--- config.mk ---
export PLATFORM = sky130hd
export DESIGN_NAME = branch_resolver
export DESIGN_NICKNAME = d
export VERILOG_FILES = /design/src/rtl/brres_pkg.sv /design/src/rtl/brres_ctrl.sv /design/src/rtl/brres_dpath.sv /design/src/rtl/branch_resolver.sv
export SDC_FILE = /design/constraint.sdc
export NUM_CORES = 1
export LEC_CHECK = 0
export BUFFER_PORTS_ARGS = -buffer_cell sky130_fd_sc_hd__buf_2
export CORE_MARGIN = 8
export CORE_UTILIZATION = 30
export CTS_CLUSTER_DIAMETER = 60
export DETAILED_ROUTE_END_ITERATION = 10
export HOLD_SLACK_MARGIN = 0.06
export PLACE_DENSITY_LB_ADDON = 0.1
export SETUP_SLACK_MARGIN = 0.3
export SLEW_MARGIN = 20
export SYNTH_ARGS = -nofsm -noshare
export SYNTH_HDL_FRONTEND = slang
export SYNTH_SLANG_ARGS = --single-unit
export TNS_END_PERCENT = 100
--- constraint.sdc ---
create_clock -name clk -period 2.7 [get_ports clk]
set_input_delay 0.54 -clock clk [delete_from_list [all_inputs] [get_ports clk]]
set_output_delay 0.54 -clock clk [all_outputs]
set_load 0.1 [all_outputs]
--- src/rtl/brres_pkg.sv ---
package brres_pkg;
  localparam int DATA_W = 16;
  localparam int DISP_W = 8;
  localparam int OPC_W  = 5;

  localparam logic [OPC_W-1:0] OPC_JPOS  = 5'd16;
  localparam logic [OPC_W-1:0] OPC_JNEG  = 5'd17;
  localparam logic [OPC_W-1:0] OPC_JNZ   = 5'd18;
  localparam logic [OPC_W-1:0] OPC_JZ    = 5'd19;
  localparam logic [OPC_W-1:0] OPC_RZ    = 5'd20;
  localparam logic [OPC_W-1:0] OPC_RZL   = 5'd21;

  typedef struct packed {
    logic capture;
    logic setCon;
    logic link;
    logic loadBuf;
    logic addDisp;
    logic update;
    logic selRel;
    logic done;
  } ctlStrobes_t;
endpackage

--- src/rtl/brres_ctrl.sv ---
module brres_ctrl
  import brres_pkg::*;
#(
  parameter int OPCW = OPC_W
) (
  input  logic            clk,
  input  logic            rstN,
  input  logic            start,
  input  logic [OPCW-1:0] opCode,
  output ctlStrobes_t     st
);
  typedef enum logic [2:0] {
    S_IDLE, S_TEST, S_LINK, S_BUF, S_ADD, S_UPD, S_DONE
  } state_t;

  state_t state, stateNext;
  logic isRel, isLink;

  assign isRel  = (opCode == OPC_JZ) || (opCode == OPC_JNZ) ||
                  (opCode == OPC_JPOS) || (opCode == OPC_JNEG);
  assign isLink = (opCode == OPC_RZL);

  always_comb begin
    stateNext = state;
    unique case (state)
      S_IDLE: if (start) stateNext = S_TEST;
      S_TEST: begin
        if (isLink)     stateNext = S_LINK;
        else if (isRel) stateNext = S_BUF;
        else            stateNext = S_UPD;
      end
      S_LINK: stateNext = S_UPD;
      S_BUF:  stateNext = S_ADD;
      S_ADD:  stateNext = S_UPD;
      S_UPD:  stateNext = S_DONE;
      S_DONE: stateNext = S_IDLE;
      default: stateNext = S_IDLE;
    endcase
  end

  always_ff @(posedge clk) begin
    if (!rstN) state <= S_IDLE;
    else       state <= stateNext;
  end

  always_comb begin
    st         = '0;
    st.capture = (state == S_IDLE) && start;
    st.setCon  = (state == S_TEST);
    st.link    = (state == S_LINK);
    st.loadBuf = (state == S_BUF);
    st.addDisp = (state == S_ADD);
    st.update  = (state == S_UPD);
    st.selRel  = isRel;
    st.done    = (state == S_DONE);
  end
endmodule

--- src/rtl/brres_dpath.sv ---
module brres_dpath
  import brres_pkg::*;
#(
  parameter int DW   = DATA_W,
  parameter int DSPW = DISP_W,
  parameter int OPCW = OPC_W
) (
  input  logic            clk,
  input  logic            rstN,
  input  ctlStrobes_t     st,
  input  logic [DW-1:0]   instrWord,
  input  logic [DW-1:0]   pcIn,
  input  logic [DW-1:0]   testVal,
  input  logic [DW-1:0]   targetVal,
  output logic [OPCW-1:0] opCode,
  output logic [DW-1:0]   nextPc,
  output logic            taken,
  output logic            linkWe,
  output logic [DW-1:0]   linkData
);
  localparam int OPC_LSB = DW - OPCW;
  localparam int EXT_W   = DW - DSPW;

  logic [DW-1:0]   pcReg, testReg, tgtReg, bufA, sumReg;
  logic [DSPW-1:0] dispReg;
  logic [OPCW-1:0] opReg;
  logic            conReg, conNext;
  logic [DW-1:0]   dispExt;

  assign dispExt = {{EXT_W{dispReg[DSPW-1]}}, dispReg};

  always_comb begin
    unique case (opReg)
      OPC_JZ, OPC_RZ, OPC_RZL: conNext = (testReg == '0);
      OPC_JNZ:                 conNext = (testReg != '0);
      OPC_JPOS:                conNext = ~testReg[DW-1];
      OPC_JNEG:                conNext = testReg[DW-1];
      default:                 conNext = 1'b0;
    endcase
  end

  always_ff @(posedge clk) begin
    if (!rstN) begin
      pcReg   <= '0;
      testReg <= '0;
      tgtReg  <= '0;
      bufA    <= '0;
      sumReg  <= '0;
      dispReg <= '0;
      opReg   <= '0;
      conReg  <= 1'b0;
    end else begin
      if (st.capture) begin
        pcReg   <= pcIn;
        testReg <= testVal;
        tgtReg  <= targetVal;
        dispReg <= instrWord[DSPW-1:0];
        opReg   <= instrWord[DW-1:OPC_LSB];
      end
      if (st.setCon)  conReg <= conNext;
      if (st.loadBuf) bufA   <= pcReg;
      if (st.addDisp) sumReg <= bufA + dispExt;
      if (st.update && conReg) pcReg <= st.selRel ? sumReg : tgtReg;
    end
  end

  assign opCode   = opReg;
  assign nextPc   = pcReg;
  assign taken    = st.done & conReg;
  assign linkWe   = st.link;
  assign linkData = pcReg;
endmodule

--- src/rtl/branch_resolver.sv ---
module branch_resolver
  import brres_pkg::*;
(
  input  logic              clk,
  input  logic              rstN,
  input  logic              start,
  input  logic [DATA_W-1:0] instrWord,
  input  logic [DATA_W-1:0] pcIn,
  input  logic [DATA_W-1:0] testVal,
  input  logic [DATA_W-1:0] targetVal,
  output logic [DATA_W-1:0] nextPc,
  output logic              taken,
  output logic              done,
  output logic              linkWe,
  output logic [DATA_W-1:0] linkData
);
  ctlStrobes_t      st;
  logic [OPC_W-1:0] opCode;

  brres_ctrl #(.OPCW(OPC_W)) u_ctrl (
    .clk(clk), .rstN(rstN), .start(start), .opCode(opCode), .st(st)
  );

  brres_dpath #(.DW(DATA_W), .DSPW(DISP_W), .OPCW(OPC_W)) u_dpath (
    .clk(clk), .rstN(rstN), .st(st), .instrWord(instrWord), .pcIn(pcIn),
    .testVal(testVal), .targetVal(targetVal), .opCode(opCode),
    .nextPc(nextPc), .taken(taken), .linkWe(linkWe), .linkData(linkData)
  );

  assign done = st.done;
endmodule

* Yosys cells after proc, flatten, opt, wreduce, memory -nomap -nowiden
Cells that the tools add are included.
** Word-level totals
- Input bits :: 67
- Output and inout bits :: 35
- Bits in registers :: 97
** Operators by class
- Reduce and logical (&&, ||, !) cells :: 11
- Add/sub/neg operators :: 1
- Equal/unequal tests :: 13
- Multiplexer cells :: 8
- Bitwise logic cells :: 2
** Operator list (number)
- 16-bit 2-to-1 mux :: 3
- 5-bit equality test, second input constant :: 6
- 16-bit adder :: 1
- 16-bit logical NOT :: 1
- 16-bit nonzero test :: 1
- 3-bit case mux with 5 select lines :: 1
- 3-bit equality test, second input constant :: 3
- 3-bit 2-to-1 mux :: 3
- 3-bit by 2-bit equality test with 1-bit output, second input constant :: 2
- 1-bit case mux with 4 select lines :: 1
- 3-bit by 1-bit equality test with 1-bit output, second input constant :: 1
- 3-bit logical NOT :: 1
- 1-bit logical OR :: 3
- 3-bit OR reduction :: 1
- 1-bit logical AND :: 2
- 2-bit inequality test, second input constant :: 1
- 2-bit nonzero test :: 1
- 2-bit OR reduction :: 1
- 1-bit bitwise AND :: 1
- 1-bit inverter :: 1

* Depth between registers and ports, before layout
Gate-level depths: netlist (run 1).
- Depth in word-level cells :: 7
- Depth in mapped cells :: 7
- Depth with buffers taken out :: 7

* By module
Synthesis (run 1) repeated with hierarchy kept, for this count alone.
** Unflattened totals
- Cell total of the unflattened synthesis :: 509
- Area, all modules :: 4942.2 µm²
** Modules (own cells, without submodules)
- brres_dpath :: cells each 479, area each 4704.5 µm², instances 1, seq. area each 1881.8 µm²
- brres_ctrl :: cells each 30, area each 237.7 µm², instances 1, seq. area each 60.1 µm²

* Least setup slack after synthesis (run 1)
Ideal clock, no wire load.
- Path kind :: flip-flop to flip-flop
- Start point :: reg u_dpath.dispReg[0]
- End point :: reg u_dpath.sumReg[14]
- Setup time :: 0.079 ns
- Arrival time :: 1.977 ns
- Cell stages (with the launch flop) :: 8
- Path slack :: 0.644 ns
- Cells stage by stage :: dfxtp_1 -> ha_1 -> fa_1 -> a21o_1 -> a311oi_2 -> o211ai_2 -> a311o_1 -> o211ai_1
** On the way
- Longest elaborated chain between the ends :: 1
** Ends and longest elaborated chain
- start, declared :: line brres_dpath.sv:25 : logic [DSPW-1:0] dispReg;
- start signal, assigned :: line brres_dpath.sv:57 : dispReg <= instrWord[DSPW-1:0];
- 16-bit adder :: line brres_dpath.sv:62 : if (st.addDisp) sumReg <= bufA + dispExt;
- end signal, assigned :: line brres_dpath.sv:62
- end, declared :: line brres_dpath.sv:24 : logic [DW-1:0] pcReg, testReg, tgtReg, bufA, sumReg;
Every way passes these cells.
A chain may end at the register's enable or synchronous reset.

* Final worst setup path (run 1)
Same ends and word-level chain as after synthesis.

==> run_results.csv, run 1 <==
group,metric,value,unit
placed_design,port_buffers,98,
status,run_status,"finished, final reports clean",
layout,layout.filler_cells,1771,
die,initial_core_util,0.3044,
setup_path,worst-endpoint-required,2.97,ns
sta,fmaxAchievable,438.1,MHz
global_route,grt_first_pass_wirelength,23270,um
layout,finish.net_count,772,
sta,setup_viol,0,
yosys,synth-warning-count,0,
layout,antenna_cells,0,
clock_tree,clock_insertion_delay_worst_skew,0.35,ns
detailed_routing,number_of_detailed_routing_iterations_run_before_antenna_repair,4,
yosys,mappedNetlistNets,710,
yosys,synth-xor-area-share,0.008737,
sta,normalized_max_slew_margin,0.5507,
layout,areaGrowthSynthToFinish,16.45,%
sta,tightest_slew,0.6721,ns
detailed_routing,route.antenna.remaining_nets,0,
yosys,synth-adder-area-share,0.04144,
layout,drive_gt1_frac,0.1879,
global_route,grt.overflow.total,0,
die,die_area,21100,um2
power_and_ir_drop,power_density,719.6,nW/um2
die,io-pin-count,102,
layout,multi_input_area,2750,um2
detailed_routing,drc_errors,0,
placed_design,post-dp-hpwl,10810,um
clock_tree,htree_depth,3,
clock_tree,numClockSinks,97,
yosys,post_synth_num_cell_types,52,
yosys,synth.avg_cell_area,7.994,um2
yosys,yosysTopAreaCellShare,0.3874,
layout,sequential_cell_area,1942,um2
sta,fin_setup_tns,0,ns
clock_tree,clockRootBuffer,"clkbuf_16",
die,die_x,145.3,um
die,die_y,145.3,um
global_route,via_count_of_the_first_global_routing_pass,4156,
clock_tree,max-clock-path-buffers,2,
yosys,synthTopCellsByArea,"dfxtp_1, nand2_1, a21boi_0, ha_1, nand3_1",
power_and_ir_drop,p_leak,2.389,nW
job,maxCapViolCount,0,
clock_tree,worst_setup_hold_path_clk_slew,0.07,ns
detailed_routing,drtIter0Drc,218,
setup_path,crit_arrival,2.55,ns
yosys,syn_area,5012,um2
yosys,number_of_enable_type_register_cells_in_the_synthesized_netlist,0,
sta,period_needed,2.283,ns
global_route,antenna_found_initial,0,
yosys,yosys-mux-area-fraction,0.03195,
yosys,synth_ff_type,"dfxtp_1",
yosys,synth_compound_area_frac,0.1980,
global_route,groute.usage.overall,0.1351,
yosys,synth_seq_area_share,0.3874,
setup_path,timing.critical_path.fanout_max,4,
sta,finalMaxSlewViolations,0,
detailed_routing,number_of_vias_in_the_routed_layout,4385,
setup_path,worstSetupStartpointType,"flop",
die,std_cell_rows,47,
detailed_routing,wire_per_inst,15.68,um
placed_design,gp_routability_congestion,0.8216,
clock_tree,post_cts_buffers,0,
yosys,synth.ff_latch_count,97,
layout,fin_util,0.3545,
setup_path,critPathKind,"flop to flop",
die,core_region_area,16470,um2
sta,finalClockSkew,0.008203,ns
detailed_routing,avgViaCountPerCell,4.808,
worst_hold_path,timing.hold.worst.class,"input port to flop",
yosys,instance_count_of_the_mapped_netlist,627,
sta,rsz0062_at_grt,"no",
power_and_ir_drop,max-vdd-ir-drop,0.3096,mV
global_route,grt_start_max_net_pins,43,
detailed_routing,finalWirelength,14300,um
sta,finalHoldViolations,0,
yosys,dominant_combinational_cell_family_by_area_after_synthesis,"simple AND/OR/NAND/NOR gates",
setup_path,critical_path.endpoint_type,"flop",
yosys,yosysTopAreaCell,"dfxtp_1",
clock_tree,cts_made_buffers,9,
clock_tree,cts_tree,"done",
yosys,synth-simple-area-share,0.2676,
power_and_ir_drop,report.power.total,4.200,mW
yosys,async_flop_share,0,
sta,layout_worst_path_cycle_share,0.8454,
==> area by class of cell <==
cell class,count,area share
multi-input combinational,468,0.4712
sequential,97,0.3327
timing repair buffer,107,0.09646
tap,220,0.04716
clock buffer,9,0.03859
clock inverter,5,0.01008
inverter,6,0.003859
==> placed cells by master, fill, tap and decap left out, types with 8 or more instances in the layout <==
master and n:
a21boi_0 51, a21boi_1 15, a21oi_1 17, and3_1 18
buf_2 96, buf_4 9, clkbuf_16 9, dfxtp_1 97
ha_1 15, mux2i_1 16, nand2_1 191, nand3_1 36
nor2_1 8, o21ai_0 14
==> metrics by stage <==
step	std cells	area, um2	worst slack (ns)	hold WS, ns
2_1_floorplan	627	5012	0.6439	0.4304
3_3_place_gp	898	5548	0.4343	0.4406
3_5_place_dp	898	5548	0.3913	0.4456
4_1_cts	912	5832	0.3578	0.4092
5_1_grt	912	5837	0.3169	0.4239
6_report	912	5837	0.4174	0.4197
==> kinds of logic (layout without fill, tap and decap cells) <==
group | count (synthesis) | count (layout)
buffers and inverters | 62 | 127
AO/OA/AOI/OAI | 138 | 138
XOR/XNOR | 5 | 5
adder cells (fa/ha/maj) | 16 | 16
AND/OR/NAND/NOR | 293 | 293
flip-flops | 97 | 97
multiplexers | 16 | 16
==> cell usage after synthesis (all sizes together), types with 2 or more instances <==
| cell | instances |
|---|---|
| nand2 | 191 |
| dfxtp | 97 |
| a21boi | 66 |
| nand3 | 36 |
| buf | 30 |
| clkbuf | 26 |
| a21oi | 18 |
| and3 | 18 |
| mux2i | 16 |
| o21ai | 16 |
| ha | 15 |
| nor2 | 8 |
| o211ai | 7 |
| and2 | 6 |
| inv | 6 |
| a31oi | 5 |
| nand3b | 5 |
| nor3 | 5 |
| nor4 | 5 |
| a21o | 4 |
| nor3b | 4 |
| a211o | 3 |
| a211oi | 3 |
| a311oi | 3 |
| o21a | 3 |
| o31ai | 3 |
| xnor2 | 3 |
| a311o | 2 |
| a31o | 2 |
| and2b | 2 |
| and4 | 2 |
| nand4 | 2 |
| nor2b | 2 |
| o31a | 2 |
| or3 | 2 |
| xor2 | 2 |
==> sequential cells by signal, indices dropped and copies added (netlist names) <==
register          cells
u_ctrl.state          3
u_dpath.bufA         16
u_dpath.conReg        1
u_dpath.dispReg       8
u_dpath.linkData     16
u_dpath.opCode        5
u_dpath.sumReg       16
u_dpath.testReg      16
u_dpath.tgtReg       16
==> layer usage <==
layer  global-route usage  wire length, um  up-vias
li1                     -                -     2268
met1               0.1988             7713     2001
met2               0.1820             5468      104
met3              0.03918              939       12
met4              0.04373              174        0
met5                    0                0        -
==> where the power goes <==
| group | internal, mW | switching (mW) | leakage (nW) |
|---|---|---|---|
| registers | 1.57 | 0.124 | 0.791 |
| clock network | 0.708 | 0.562 | 0.133 |
| logic | 0.323 | 0.914 | 1.46 |
| total | 2.60 | 1.60 | 2.39 |
==> critical path, stage by stage, from the launching register on <==
cell,delay (ns)
dfxtp_1,0.32
ha_1,0.24
fa_1,0.42
a21o_1,0.23
a311oi_2,0.36
o211ai_2,0.17
a311o_1,0.38
o211ai_1,0.09
==> worst paths after layout <==
check | startpoint | to | slack (ns) | cells past startpoint
setup / recovery | u_dpath.dispReg[0] | u_dpath.sumReg[14] | 0.42 | 7
hold / removal | testVal[4] | u_dpath.testReg[4] | 0.42 | 3
setup reg to reg | u_dpath.dispReg[0] | u_dpath.sumReg[14] | 0.42 | 7
hold reg to reg | u_dpath.testReg[1] | u_dpath.testReg[1] | 0.45 | 2
==> what timing repair did <==
action	4_1_cts	5_1_grt
endpoints found under the hold margin	0	0
endpoints found under the setup margin	0	3
resized for setup	0	2
hold buffers	0	0
Note: power is estimated with default switching activity, not from simulation.
==> run 2, diff against run 1 <==
==> constraint.sdc (replaced) <==
create_clock -name clk -period 2.05 [get_ports clk]
set_input_delay 0.41 -clock clk [delete_from_list [all_inputs] [get_ports clk]]
set_output_delay 0.41 -clock clk [all_outputs]
set_load 0.1 [all_outputs]
==> run_results.csv, run 2 (same netlist as run 1, synthesis figures left out) <==
group,metric,value,unit
status,run_status,"finished, violations left",
status,violations,"setup timing",
layout,finish.net_count,799,
setup_path,crit_arrival,2.29,ns
global_route,groute.usage.overall,0.1396,
sta,normalized_max_slew_margin,0.6759,
sta,layout_setup_ws,-0.004433,ns
setup_path,worst_r2r_endpoint,"u_dpath.sumReg[6]",
placed_design,gp_routability_congestion,0.8411,
die,die_x,145.3,um
sta,fmaxAchievable,486.8,MHz
clock_tree,clock_insertion_delay_worst_skew,0.34,ns
sta,setup_viol,1,
power_and_ir_drop,p_leak,2.572,nW
sta,finalClockSkew,0.008318,ns
global_route,via_count_of_the_first_global_routing_pass,4488,
global_route,antenna_found_initial,0,
worst_hold_path,timing.hold.worst.class,"input port to flop",
sta,finalMaxSlewViolations,0,
setup_path,reg2reg_depth,9,
detailed_routing,number_of_vias_in_the_routed_layout,4436,
die,initial_core_util,0.3044,
detailed_routing,drtIter0Drc,233,
clock_tree,cts_made_buffers,9,
layout,post_route_cell_area,6471,um2
clock_tree,worst_setup_hold_path_clk_slew,0.07,ns
clock_tree,max-clock-path-buffers,2,
setup_path,worstSetupStartpointType,"flop",
setup_path,worst-endpoint-required,2.28,ns
power_and_ir_drop,report.power.total,5.773,mW
sta,final.hold.worst_slack,0.2997,ns
die,core_region_area,16470,um2
clock_tree,cts_tree,"done",
layout,layout.filler_cells,1734,
layout,layout.cells.most_common_list,"nand2_1, buf_2, dfxtp_1, a21boi_0, nand3_1",
sta,layout_worst_path_cycle_share,1.002,
die,die_y,145.3,um
layout,final_common_cell,"nand2_1",
die,std_cell_rows,47,
setup_path,critical_path.endpoint_type,"flop",
worst_hold_path,holdPathStages,3,
sta,rsz0062_at_grt,"yes",
global_route,grt.overflow.total,0,
power_and_ir_drop,max-vdd-ir-drop,0.3859,mV
placed_design,post_dp_cell_area,5727,um2
global_route,grt_start_max_net_pins,62,
die,io-pin-count,102,
power_and_ir_drop,power_density,892.2,nW/um2
clock_tree,clockRootBuffer,"clkbuf_16",
setup_path,worst-r2r-setup-slack,-0.004,ns
layout,fin_util,0.3930,
placed_design,port_buffers,98,
detailed_routing,avgViaCountPerCell,4.719,
sta,finalHoldViolations,0,
clock_tree,numClockSinks,97,
die,die_area,21100,um2
setup_path,timing.critical_path.fanout_max,3,
setup_path,worstReg2RegStart,"u_dpath.bufA[0]",
global_route,grt_first_pass_wirelength,24170,um
setup_path,critPathKind,"flop to flop",
sta,period_needed,2.054,ns
detailed_routing,drc_errors,0,
detailed_routing,wire_per_inst,15.63,um
job,maxCapViolCount,0,
layout,areaGrowthSynthToFinish,29.11,%
detailed_routing,number_of_detailed_routing_iterations_run_before_antenna_repair,4,
layout,drive_gt1_frac,0.3111,
detailed_routing,route.antenna.remaining_nets,0,
layout,antenna_cells,0,
placed_design,post-dp-hpwl,10860,um
worst_hold_path,holdPathEnd,"u_dpath.testReg[2]",
clock_tree,htree_depth,3,
sta,tightest_slew,0.4895,ns
worst_hold_path,holdCritStartpoint,"testVal[2]",
detailed_routing,finalWirelength,14690,um
==> run 2: power breakdown <==
part,switching [mW],internal (mW)
clock,0.728,0.978
sequential,0.165,2.08
combinational,1.27,0.554
==> run 2: timing repair <==
| action | in CTS | in global routing |
|---|---|---|
| resized for setup | 49 | 23 |
| hold buffers | 0 | 0 |
| buffers inserted | 13 | 5 |
| setup endpoints to repair | 14 | 15 |
| pin swaps | 18 | 15 |
==> run 2: metrics by stage <==
step	std cells	TNS [ns]	worst slack, ns
2_1_floorplan	627	0	0.1867
3_3_place_gp	907	0	0.0006097
3_5_place_dp	907	0	0.0003633
4_1_cts	935	0	0.02831
5_1_grt	940	-0.2382	-0.09074
6_report	940	-0.004433	-0.004433
==> run 2: critical path, cell delays in order, from the launching register on <==
cell	delay, ns
dfxtp_2	0.34
ha_4	0.17
fa_2	0.35
a21o_1	0.23
buf_4	0.15
buf_6	0.11
a31o_4	0.21
a21oi_2	0.14
xor2_1	0.17
o21ai_1	0.09
==> run 2: how the worst max path moves through the flow <==
stage	from	endpoint	slack, ns	depth (start not counted)
floorplan	u_dpath.bufA[0]	u_dpath.sumReg[14]	0.19	7
global placement	u_dpath.bufA[0]	u_dpath.sumReg[10]	0.0006	7
detailed placement	u_dpath.bufA[0]	u_dpath.sumReg[10]	0.0004	7
CTS	u_dpath.bufA[0]	u_dpath.sumReg[14]	0.03	7
global route	u_dpath.bufA[0]	u_dpath.sumReg[14]	-0.09	7
finish	u_dpath.bufA[0]	u_dpath.sumReg[6]	-0.004	9
==> run 2: area by class of cell <==
| cell class | instances | area (um2) | share of cell area |
|---|---|---|---|
| clock buffer | 11 | 242.7 | 0.03751 |
| sequential | 97 | 1974 | 0.3051 |
| timing repair buffer | 134 | 862.1 | 0.1332 |
| multi-input combinational | 468 | 3039 | 0.4696 |
| clock inverter | 4 | 52.55 | 0.008121 |
| tap | 220 | 275.3 | 0.04254 |
| inverter | 6 | 25.02 | 0.003867 |
==> run 2: layer usage <==
| metal | global-route usage | vias to the layer above | share of wire |
|---|---|---|---|
| li1 | - | 2317 | - |
| met1 | 0.2013 | 2022 | 0.54 |
| met2 | 0.1981 | 89 | 0.40 |
| met3 | 0.03949 | 8 | 0.057 |
| met4 | 0.03592 | 0 | 0.0078 |
| met5 | 0 | - | 0 |
==> run 3, diff against run 2 <==
==> constraint.sdc (replaced) <==
create_clock -name clk -period 2.4 [get_ports clk]
set_input_delay 0.48 -clock clk [delete_from_list [all_inputs] [get_ports clk]]
set_output_delay 0.48 -clock clk [all_outputs]
set_load 0.1 [all_outputs]
==> run_results.csv, run 3 (same netlist as run 1, synthesis figures left out) <==
group,metric,value,unit
status,run_status,"finished, final reports clean",
setup_path,cell_chain_of_the_critical_path,"ha_4, fa_2, a21o_1, a311oi_2, o211ai_2, a311o_1, o211ai_1",
worst_hold_path,holdCritStartpoint,"instrWord[11]",
sta,normalized_max_slew_margin,0.5576,
power_and_ir_drop,p_leak,2.427,nW
detailed_routing,drtIter0Drc,189,
die,std_cell_rows,47,
placed_design,post_dp_cell_area,5563,um2
die,core_region_area,16470,um2
sta,fmaxAchievable,475.2,MHz
setup_path,worstSetupStartpointType,"flop",
layout,areaGrowthSynthToFinish,18.57,%
global_route,antenna_found_initial,0,
worst_hold_path,holdPathStages,3,
setup_path,reg2reg_depth,7,
detailed_routing,finalWirelength,14190,um
setup_path,worst-endpoint-required,2.68,ns
clock_tree,worst_setup_hold_path_clk_slew,0.07,ns
worst_hold_path,timing.hold.worst.class,"input port to flop",
global_route,grt_start_max_net_pins,45,
setup_path,crit_buf_inv,0,
setup_path,critPathKind,"flop to flop",
worst_hold_path,holdPathEnd,"u_dpath.opCode[0]",
clock_tree,numClockSinks,97,
sta,layout_setup_ws,0.2956,ns
layout,antenna_cells,0,
detailed_routing,number_of_vias_in_the_routed_layout,4394,
placed_design,post-dp-hpwl,10820,um
placed_design,pre_cts_ws,0.1664,ns
sta,tightest_slew,0.6617,ns
setup_path,timing.critical_path.fanout_max,4,
job,maxCapViolCount,0,
layout,finish.net_count,777,
setup_path,crit_arrival,2.38,ns
die,die_area,21100,um2
detailed_routing,route.layer.met1.wl,7750,um
detailed_routing,route.antenna.remaining_nets,0,
global_route,via_count_of_the_first_global_routing_pass,4376,
detailed_routing,wl_met3,769,um
detailed_routing,wl_met2,5461,um
sta,rsz0062_at_grt,"yes",
die,io-pin-count,102,
placed_design,port_buffers,98,
setup_path,critical_path.endpoint_type,"flop",
sta,layout_worst_path_cycle_share,0.8768,
sta,fin_setup_tns,0,ns
sta,setup_viol,0,
power_and_ir_drop,power_density,813.7,nW/um2
global_route,groute.usage.overall,0.1362,
sta,period_needed,2.104,ns
die,die_x,145.3,um
setup_path,worst-r2r-setup-slack,0.30,ns
die,initial_core_util,0.3044,
setup_path,worst_r2r_endpoint,"u_dpath.sumReg[14]",
setup_path,worstReg2RegStart,"u_dpath.dispReg[0]",
clock_tree,max-clock-path-buffers,2,
layout,multi_input_area,2780,um2
layout,drive_gt1_frac,0.2117,
global_route,grt_first_pass_wirelength,23490,um
layout,post_route_cell_area,5943,um2
layout,layout.filler_cells,1741,
setup_path,slowest_stage,"a311o_1",
layout,fin_util,0.3609,
clock_tree,htree_depth,3,
clock_tree,clock_insertion_delay_worst_skew,0.36,ns
detailed_routing,drc_errors,0,
sta,finalClockSkew,0.009047,ns
detailed_routing,routed.top_layer,"met4",
detailed_routing,avgViaCountPerCell,4.781,
die,die_y,145.3,um
sta,finalHoldViolations,0,
clock_tree,clockRootBuffer,"clkbuf_16",
setup_path,critical_path.top_delay_family,"compound AO/OA/AOI/OAI gates",
layout,sequential_cell_area,1948,um2
power_and_ir_drop,max-vdd-ir-drop,0.3307,mV
clock_tree,cts_made_buffers,9,
layout,final_common_cell,"nand2_1",
sta,finalMaxSlewViolations,0,
global_route,grt.overflow.total,0,
detailed_routing,number_of_detailed_routing_iterations_run_before_antenna_repair,4,
clock_tree,cts_tree,"done",
placed_design,gp_routability_congestion,0.8493,
layout,layout.cells.most_common_list,"nand2_1, buf_2, dfxtp_1, a21boi_0, nand3_1",
setup_path,crit_path_max_incr_delay,0.38,ns
detailed_routing,wire_per_inst,15.44,um
==> run 3: changes by cell type in the layout (fill, tap and decap cells not counted), moves of 3 or more <==
| cell | change |
|---|---|
| dfxtp_1 | +19 |
| nor2_1 | +3 |
| buf_12 | -6 |
| nand3_1 | +3 |
| dfxtp_2 | -18 |
| a21oi_1 | +5 |
| ha_4 | -9 |
| nand3_2 | -3 |
| ha_1 | +10 |
| buf_4 | -13 |
| a21oi_2 | -4 |
| o21ai_0 | +4 |
| buf_6 | -3 |
==> run 3: power by group <==
part	internal (mW)	switching [mW]	leakage, nW
Sequential	1.77	0.141	0.793
Clock	0.852	0.678	0.151
Combinational	0.368	1.03	1.48
Total	2.99	1.85	2.43
==> run 3: worst register-to-register path, delay by kind of cell, from the launching register on <==
kind / cells / cell delay, ns
AOI/OAI and AO/OA: 5 / 1.20
adders and majority gates: 2 / 0.50
DFF: 1 / 0.34
==> run 3: stage by stage <==
step | total power [mW] | std cells | hold slack, ns
detailed placement | 3.356 | 900 | 0.4494
floorplan | 3.066 | 627 | 0.4304
CTS | 4.902 | 918 | 0.3422
global placement | 3.345 | 900 | 0.4412
finish | 4.836 | 919 | 0.3544
global route | 5.097 | 919 | 0.3441
==> run 3: layout make-up <==
class	count	area share
repair buffers	112	0.1015
well taps	220	0.04632
inverters	6	0.003789
clock inverters	6	0.01263
clock buffers	10	0.04021
multi-input cells	468	0.4678
flip-flops and latches	97	0.3278
==> run 3: timing repair <==
item / 4_1_cts / 5_1_grt
gates resized for setup: 6 / 10
endpoints found under the setup margin: 7 / 10
hold buffers: 0 / 0
buffers inserted: 2 / 1
pin swaps: 4 / 5
==> run 3: routing by layer <==
metal  global-route usage  up-vias
li1                     -     2285
met2               0.1869      108
met4              0.05049        0
met1               0.1982     1989
met5                    0        -
met3              0.03514       12
==> run 3: worst max path at each step <==
stage                             from                  to  slack, ns  cells past startpoint
global route        u_dpath.dispReg[0]  u_dpath.sumReg[14]       0.23                      7
CTS                    u_ctrl.state[1]              linkWe       0.31                      2
floorplan           u_dpath.dispReg[0]  u_dpath.sumReg[14]       0.34                      7
detailed placement  u_dpath.dispReg[0]  u_dpath.sumReg[14]       0.17                      7
global placement    u_dpath.dispReg[0]  u_dpath.sumReg[14]       0.16                      7
finish              u_dpath.dispReg[0]  u_dpath.sumReg[14]       0.30                      7
